$ cat src/rtl/sysstat_pkg.sv
// Package: shared field positions and state encoding of the processor
// status register. Field positions are firmware-visible and fixed.
package sysstat_pkg;
    localparam int unsigned REG_W  = 8;
    localparam int unsigned B_PEND = 7;
    localparam int unsigned B_WDOG = 6;
    localparam int unsigned B_BUSE = 5;
    localparam int unsigned B_LOWV = 4;
    localparam int unsigned B_SUSP = 3;
    localparam int unsigned B_IEN  = 2;
    localparam int unsigned B_RSVD = 1;
    localparam int unsigned B_RUN  = 0;

    typedef enum logic [1:0] {
        WK_AWAKE  = 2'd0,
        WK_SLEEP  = 2'd1,
        WK_WARMUP = 2'd2
    } wake_st_t;
endpackage

$ cat src/rtl/sst_busqual.sv
// Module: sst_busqual
// Qualifies a raw bus-activity level with a slow timebase tick. Emits a
// one-cycle fire pulse on the TICKS-th tick seen while the level stays
// high without a break; fires at most once per continuous assertion.
// Assumes lvl and tick are synchronous to clk and TICKS >= 2.
module sst_busqual #(
    parameter int unsigned TICKS = 2
) (
    input  logic clk,
    input  logic rst_n,
    input  logic clr,
    input  logic lvl,
    input  logic tick,
    output logic fire
);
    localparam int unsigned CW = $clog2(TICKS + 1);
    localparam logic [CW-1:0] LAST = CW'(TICKS - 1);
    localparam logic [CW-1:0] FULL = CW'(TICKS);

    logic [CW-1:0] cnt_q;

    // Count ticks during an unbroken high level, saturating at FULL.
    always_ff @(posedge clk) begin
        if (!rst_n) begin
            cnt_q <= '0;
        end else if (clr || !lvl) begin
            cnt_q <= '0;
        end else if (tick && (cnt_q != FULL)) begin
            cnt_q <= cnt_q + 1'b1;
        end
    end

    // Fire when the final qualifying tick arrives.
    always_comb begin
        fire = lvl && tick && !clr && (cnt_q == LAST);
    end

    // a qualified event needs the level high on the previous cycle too
    a_r5_level_persisted: assert property (@(posedge clk) disable iff (!rst_n)
        fire |-> $past(lvl));
endmodule

$ cat src/rtl/sst_wake.sv
// Module: sst_wake
// Suspend sequencer. Enters sleep on a firmware request, waits for a wake
// condition, then holds the suspend request for CYCLES start-up edges
// before releasing it. A wake already present at entry is taken on the
// first edge after entry. Assumes CYCLES >= 1.
module sst_wake
    import sysstat_pkg::*;
#(
    parameter int unsigned CYCLES = 4
) (
    input  logic clk,
    input  logic rst_n,
    input  logic clr,
    input  logic enter,
    input  logic wake,
    output logic asleep
);
    localparam int unsigned WW = $clog2(CYCLES + 1);
    localparam logic [WW-1:0] LOAD = WW'(CYCLES - 1);

    wake_st_t      st_q;
    logic [WW-1:0] cnt_q;

    // Sleep / start-up state machine with its delay counter.
    always_ff @(posedge clk) begin
        if (!rst_n || clr) begin
            st_q  <= WK_AWAKE;
            cnt_q <= '0;
        end else begin
            unique case (st_q)
                WK_AWAKE: begin
                    if (enter) st_q <= WK_SLEEP;
                end
                WK_SLEEP: begin
                    if (wake) begin
                        st_q  <= WK_WARMUP;
                        cnt_q <= LOAD;
                    end
                end
                WK_WARMUP: begin
                    if (cnt_q == '0) st_q <= WK_AWAKE;
                    else             cnt_q <= cnt_q - 1'b1;
                end
                default: st_q <= WK_AWAKE;
            endcase
        end
    end

    // Suspend is requested in every state except awake.
    always_comb begin
        asleep = (st_q != WK_AWAKE);
    end

    // without a wake the block stays asleep
    a_r10_sleep_held: assert property (@(posedge clk) disable iff (!rst_n)
        (st_q == WK_SLEEP && !wake && !clr) |=> (st_q == WK_SLEEP));
    // suspend is not released before the start-up count has run out
    a_r10_no_early_release: assert property (@(posedge clk) disable iff (!rst_n)
        (st_q == WK_WARMUP && cnt_q != '0 && !clr) |=> asleep);
    // start-up count never exceeds its load value
    a_r11_count_bounded: assert property (@(posedge clk) disable iff (!rst_n)
        (st_q == WK_WARMUP) |-> (cnt_q <= LOAD));
endmodule

$ cat src/rtl/sst_irq.sv
// Module: sst_irq
// Interrupt pending flag, global enable mirror and acknowledge strobe.
// An interrupt is taken on an edge where pending, source enable and
// global enable are all set; taking it clears pending and the global
// enable and raises a one-cycle acknowledge. clr is a hardware reset cause.
module sst_irq (
    input  logic clk,
    input  logic rst_n,
    input  logic clr,
    input  logic irq_req,
    input  logic src_en,
    input  logic ei,
    input  logic di,
    input  logic reti,
    output logic pend,
    output logic ien,
    output logic ack
);
    logic take;

    // Decide whether the interrupt is taken on this edge.
    always_comb begin
        take = pend && src_en && ien;
    end

    // Pending flag: a new request wins over the clear from taking it.
    always_ff @(posedge clk) begin
        if (!rst_n || clr)  pend <= 1'b0;
        else if (irq_req)   pend <= 1'b1;
        else if (take)      pend <= 1'b0;
    end

    // Global enable: taking and disabling win over enabling.
    always_ff @(posedge clk) begin
        if (!rst_n || clr)     ien <= 1'b0;
        else if (take || di)   ien <= 1'b0;
        else if (ei || reti)   ien <= 1'b1;
    end

    // Acknowledge strobe, one cycle after the taking edge.
    always_ff @(posedge clk) begin
        if (!rst_n || clr) ack <= 1'b0;
        else               ack <= take;
    end

    // acknowledge is always seen with interrupts disabled
    a_r8_ack_masks: assert property (@(posedge clk) disable iff (!rst_n)
        ack |-> !ien);
    // acknowledge lasts a single cycle
    a_r8_ack_single: assert property (@(posedge clk) disable iff (!rst_n)
        ack |=> !ack);
    // disable instruction always leaves interrupts masked
    a_r9_di_masks: assert property (@(posedge clk) disable iff (!rst_n)
        (di && !clr) |=> !ien);
    // pending stays while it cannot be taken
    a_r7_pend_held: assert property (@(posedge clk) disable iff (!rst_n)
        (pend && !(src_en && ien) && !clr) |=> pend);
endmodule

$ cat src/rtl/sysctl_status.sv
// Module: sysctl_status (top)
// Processor status and reset-cause register. Holds the sticky reset-cause
// bits, the qualified bus-event bit and the run flag, and assembles the
// readback from them and the interrupt and suspend sub-blocks.
// Assumes all event inputs are synchronous single-cycle pulses except
// bus_lvl, src_en and wake_req, which are levels.
module sysctl_status
    import sysstat_pkg::*;
#(
    parameter int unsigned QUAL_TICKS  = 2,
    parameter int unsigned WAKE_CYCLES = 4
) (
    input  logic             clk,
    input  logic             rst_n,
    input  logic             wr_en,
    input  logic [REG_W-1:0] wr_data,
    output logic [REG_W-1:0] rd_data,
    input  logic             wdt_roll,
    input  logic             lv_evt,
    input  logic             bus_lvl,
    input  logic             tick_128,
    input  logic             halt_op,
    input  logic             ei_op,
    input  logic             di_op,
    input  logic             reti_op,
    input  logic             irq_req,
    input  logic             src_en,
    input  logic             wake_req,
    output logic             suspend_o,
    output logic             run_o,
    output logic             irq_ack
);
    logic hw_rst;
    logic bus_fire;
    logic wdog_q, buse_q, lowv_q, run_q;
    logic pend, ien, asleep;

    // Either hardware reset cause re-initialises the core state.
    always_comb begin
        hw_rst = wdt_roll || lv_evt;
    end

    sst_busqual #(.TICKS(QUAL_TICKS)) u_qual (
        .clk   (clk),
        .rst_n (rst_n),
        .clr   (hw_rst),
        .lvl   (bus_lvl),
        .tick  (tick_128),
        .fire  (bus_fire)
    );

    sst_irq u_irq (
        .clk     (clk),
        .rst_n   (rst_n),
        .clr     (hw_rst),
        .irq_req (irq_req),
        .src_en  (src_en),
        .ei      (ei_op),
        .di      (di_op),
        .reti    (reti_op),
        .pend    (pend),
        .ien     (ien),
        .ack     (irq_ack)
    );

    sst_wake #(.CYCLES(WAKE_CYCLES)) u_wake (
        .clk    (clk),
        .rst_n  (rst_n),
        .clr    (hw_rst),
        .enter  (wr_en && wr_data[B_SUSP]),
        .wake   (wake_req),
        .asleep (asleep)
    );

    // Low-voltage cause: set by supply event, cleared by firmware zero.
    always_ff @(posedge clk) begin
        if (!rst_n || lv_evt)            lowv_q <= 1'b1;
        else if (wr_en && !wr_data[B_LOWV]) lowv_q <= 1'b0;
    end

    // Watchdog cause: supply event clears it ahead of the rollover.
    always_ff @(posedge clk) begin
        if (!rst_n || lv_evt)            wdog_q <= 1'b0;
        else if (wdt_roll)               wdog_q <= 1'b1;
        else if (wr_en && !wr_data[B_WDOG]) wdog_q <= 1'b0;
    end

    // Bus event: a qualified event beats a firmware clear.
    always_ff @(posedge clk) begin
        if (!rst_n || hw_rst)            buse_q <= 1'b0;
        else if (bus_fire)               buse_q <= 1'b1;
        else if (wr_en && !wr_data[B_BUSE]) buse_q <= 1'b0;
    end

    // Run flag: cleared by halt or a firmware zero, restored by resets.
    always_ff @(posedge clk) begin
        if (!rst_n || hw_rst)                          run_q <= 1'b1;
        else if (halt_op || (wr_en && !wr_data[B_RUN])) run_q <= 1'b0;
    end

    // Assemble readback and outputs.
    always_comb begin
        rd_data         = '0;
        rd_data[B_PEND] = pend;
        rd_data[B_WDOG] = wdog_q;
        rd_data[B_BUSE] = buse_q;
        rd_data[B_LOWV] = lowv_q;
        rd_data[B_SUSP] = asleep;
        rd_data[B_IEN]  = ien;
        rd_data[B_RSVD] = 1'b0;
        rd_data[B_RUN]  = run_q;
        suspend_o       = asleep;
        run_o           = run_q;
    end

    // supply event marks its own cause and clears the watchdog cause
    a_r3_lowv_cause: assert property (@(posedge clk) disable iff (!rst_n)
        lv_evt |=> (rd_data[B_LOWV] && !rd_data[B_WDOG]));
    // rollover marks the watchdog cause
    a_r2_wdog_cause: assert property (@(posedge clk) disable iff (!rst_n)
        (wdt_roll && !lv_evt) |=> rd_data[B_WDOG]);
    // rollover leaves the low-voltage cause as it was
    a_r2_lowv_kept: assert property (@(posedge clk) disable iff (!rst_n)
        (wdt_roll && !lv_evt) |=> (lowv_q == $past(lowv_q)));
    // halt stops the core
    a_r12_halt_stops: assert property (@(posedge clk) disable iff (!rst_n)
        (halt_op && !hw_rst) |=> !run_o);
    // once halted, only a reset cause restarts the core
    a_r12_halt_held: assert property (@(posedge clk) disable iff (!rst_n)
        (!run_o && !hw_rst) |=> !run_o);
endmodule

$ cat config.mk
export PLATFORM = sky130hd
export DESIGN_NAME = sysctl_status
export DESIGN_NICKNAME = d
export VERILOG_FILES = /design/src/rtl/sysstat_pkg.sv /design/src/rtl/sst_busqual.sv /design/src/rtl/sst_wake.sv /design/src/rtl/sst_irq.sv /design/src/rtl/sysctl_status.sv
export SDC_FILE = /design/constraint.sdc
export NUM_CORES = 1
export LEC_CHECK = 0
export ABC_AREA = 0
export BUFFER_PORTS_ARGS = -buffer_cell sky130_fd_sc_hd__buf_2
export CAP_MARGIN = 20
export CORE_MARGIN = 2
export CORE_UTILIZATION = 28
export CTS_BUF_LIST = sky130_fd_sc_hd__clkbuf_16
export DETAILED_ROUTE_END_ITERATION = 16
export PLACE_DENSITY_LB_ADDON = 0.05
export SETUP_SLACK_MARGIN = 0.15
export SYNTH_ARGS = -nofsm -noshare
export SYNTH_HDL_FRONTEND = slang
export SYNTH_SLANG_ARGS = --single-unit
$ cat constraint.sdc
create_clock -name clk -period 2.5 [get_ports clk]
set_clock_uncertainty 0.1 [all_clocks]
set_input_delay 0.5 -clock clk [delete_from_list [all_inputs] [get_ports clk]]
set_output_delay 0.5 -clock clk [all_outputs]
set_load 0.02 [all_outputs]
==> reports/results.tsv <==
stage	metric	value	unit
critical_path	critical path arrival	1.61	ns
clocking	Clock Pin Slew Worst Setup and Hold Paths	0.05	ns
pwr	Power, Total	0.000581	W
synthesis	Post-synth EDFFs	0	
flow_run	max cap viols	0	
clocking	hold_buf cts	0	
sta	Max Clk Rate	0.629	GHz
finish	antenna cells	0	
die	Top Ports	33	
global_route	total congestion overflow	0	
clocking	Max Root-Sink Buffers	2	
sta	Hold Fails Final Rpt	0	
place	Place WS	0.826	ns
status	status	completed	
routing	total DRC errors in the routed layout	0	
critical_path	Setup crit end kind	flip-flop	
global_route	first-pass GRT wire length	2.08	mm
sta	fin crit period	1.59	ns
die	# rows	18	
die	Die Ht	53.7	µm
finish	area delta synth->final	26.8	%
sta	final setup fails	0	
clocking	clock latency on the worst-skew pair	0.24	ns
synthesis	synthesized area	692	µm²
finish	Layout Nets	127	
clocking	CTS Buf Count	3	
worst_hold_path	Hold Path Origin	di_op	
critical_path	CP max stage cell	a21boi_0	
critical_path	r2r startpoint	u_wake.cnt_q[0]	
finish	share of layout cells above drive strength 1	33.0	%
synthesis	compound-cell area share of the yosys netlist	13.7	%
sta	Final Slew Violations	0	
synthesis	main combinational cell family by area after synthesis	simple AND/OR/NAND/NOR gates	
synthesis	Synthesized Nets	103	
pwr	maximum VDD drop	238	µV
die	die area	0.00288	mm²
routing	DRT iter0 DRCs	2	
global_route	GRT Util Overall	10.3	%
critical_path	Crit Path Category	flip-flop to flip-flop	
synthesis	post-synthesis adder-cell area fraction	7.23	%
place	cell area after placement	798	µm²
synthesis	ys async rst share	0	%
clocking	number of clock sinks	14	
critical_path	Crit path required time	2.52	ns
sta	Final period util	63.6	%
global_route	vias in the first global route	493	
synthesis	synth unique cells	30	
synthesis	Syn Area/Cell	8.99	µm²
finish	Fillers	258	
die	Core Footprint	0.00241	mm²
die	Initial Utilization	28.7	%
critical_path	top fanout value on the critical path	3	
critical_path	Critical Path Max Stage Delay	0.36	ns
synthesis	post-synthesis sequential area ratio	40.5	%
synthesis	yosys warns	0	
critical_path	element type at the critical path start	flip-flop	
clocking	CTS Root Cell	clkbuf_16	
synthesis	Post-Synth XOR/XNOR Area	1.27	%
place	GPL Wtd Cong	0.688	
synthesis	Post-synth top flop	dfxtp_1	
critical_path	critical path startpoint	u_wake.cnt_q[0]	
sta	RSZ-0062 raised after global routing	false	
pwr	Pleak	0.390	nW
critical_path	CP Cell Sequence	inv_1 -> ha_1 -> or2b_2 -> a21boi_0 -> a21oi_1	
clocking	CTS H-tree lvls	1	
finish	fin area	877	µm²
synthesis	synthesized instance count	77	
clocking	PostCTS Resize Cnt	0	
clocking	Post-CTS Repair Setup Buffers	0	
worst_hold_path	Worst Hold Class	input pin to flip-flop	
routing	drt first pass iters	2	
synthesis	multiplexer share of the synthesized area	1.63	%
pwr	pwr dens	662	mW/mm²
synthesis	register bit count reported by yosys	14	
place	HPWL after DPL	1.07	mm
sta	setup_tns	0	ns
routing	Avg WL per Cell	10.4	µm
routing	vias per cell	4.36	
die	die width	53.7	µm
clocking	CTS tree	yes	
place	I/O Buffers	28	
sta	hold slack	0.313	ns
global_route	largest net degree at the start of global routing	9	
routing	DRT antenna net count	0	
sta	worst setup margin	0.910	ns
synthesis	Post-Synth Simple-Gate Area	21.0	%
routing	Total Routed Length	1.36	mm
global_route	initial antenna violation count	0	
routing	via count	567	
path summary, 6_finish.rpt:
check	endpoint	slack [ns]	depth (start not counted)
worst min-delay path	u_irq.ien	0.31	2
worst max-delay path	u_wake.cnt_q[1]	0.91	5
worst min register to register	u_wake.cnt_q[1]	0.38	2
worst max register to register	u_wake.cnt_q[1]	0.91	5
routing by layer:
metal | vias up | track usage, % | share of wire (%) | wire length, µm
li1 | 302 | - | - | -
met1 | 250 | 13.2 | 49 | 670
met2 | 13 | 15.4 | 44 | 602
met3 | 2 | 2.50 | 5.4 | 73
met4 | 0 | 6.41 | 0.74 | 10
met5 | - | 0 | 0 | 0
final cells by class:
class | instances | area, µm² | share of cell area, %
Inverter | 7 | 26.3 | 3.00
Clock buffer | 3 | 75.1 | 8.56
Tap cell | 30 | 37.5 | 4.28
Sequential cell | 14 | 280 | 32.0
Timing Repair Buffer | 28 | 140 | 16.0
Clock inverter | 1 | 3.75 | 0.428
Multi-Input combinational cell | 47 | 314 | 35.8
layout by cell type, fill, tap and decap left out, drive strengths merged, types with 2 or more instances in the layout:
master	n
a211oi	2
a21boi	2
a21oi	5
buf	28
clkbuf	3
dfxtp	14
ha	4
inv	7
nand2	5
nand3b	2
nor2	4
nor2b	2
nor3	2
nor3b	2
o211ai	2
o21ai	2
worst max-delay path, delay by kind of cell (launching register included):
family | cells | cell delay, ns
AOI/OAI and AO/OA | 2 | 0.48
and+or+nand+nor | 1 | 0.32
DFF | 1 | 0.30
adders and majority gates | 1 | 0.17
buffers and inverters | 1 | 0.09
stage by stage:
step	instances	utilization, %
final	130	36.4
after global routing	130	36.4
after CTS	130	36.4
after detailed placement	126	33.1
after global placement	126	33.1
after floorplan	77	-
cells in the mapped netlist (2+ instances only):
cell | instances | area, µm²
a21oi_1 | 5 | 25.0
nand2_1 | 5 | 18.8
nor2_1 | 4 | 15.0
o21ai_0 | 2 | 10.0
buf_4 | 8 | 60.1
a211oi_1 | 2 | 15.0
nor2b_1 | 2 | 12.5
ha_1 | 4 | 50.1
nand3b_1 | 2 | 15.0
inv_1 | 7 | 26.3
o211ai_1 | 2 | 15.0
nor3_1 | 2 | 10.0
nor3b_1 | 2 | 15.0
dfxtp_1 | 14 | 280
report_power, final:
group          switching, W  total (W)  internal (W)
Combinational     0.0000235  0.0000446     0.0000211
Clock             0.0000951   0.000307      0.000212
Sequential       0.00000226   0.000230      0.000227
kinds of logic (layout without fill, tap and decap cells):
logic type | after synthesis | after routing
AO/OA/AOI/OAI | 15 | 15
AND/OR/NAND/NOR | 25 | 25
flip-flops | 14 | 14
other | 1 | 1
buffers and inverters | 16 | 39
multiplexers | 1 | 1
XOR/XNOR | 1 | 1
adder cells (fa/ha/maj) | 4 | 4
flip-flops by register name, summed over array words and instances, names as in the netlist:
name,flops
u_qual.cnt_q,2
u_wake.cnt_q,3
u_wake.st_q,2
lowv_q,1
run_o,1
u_irq.ack,1
buse_q,1
wdog_q,1
u_irq.pend,1
u_irq.ien,1
No activity file was read; power rests on OpenSTA's default activity.
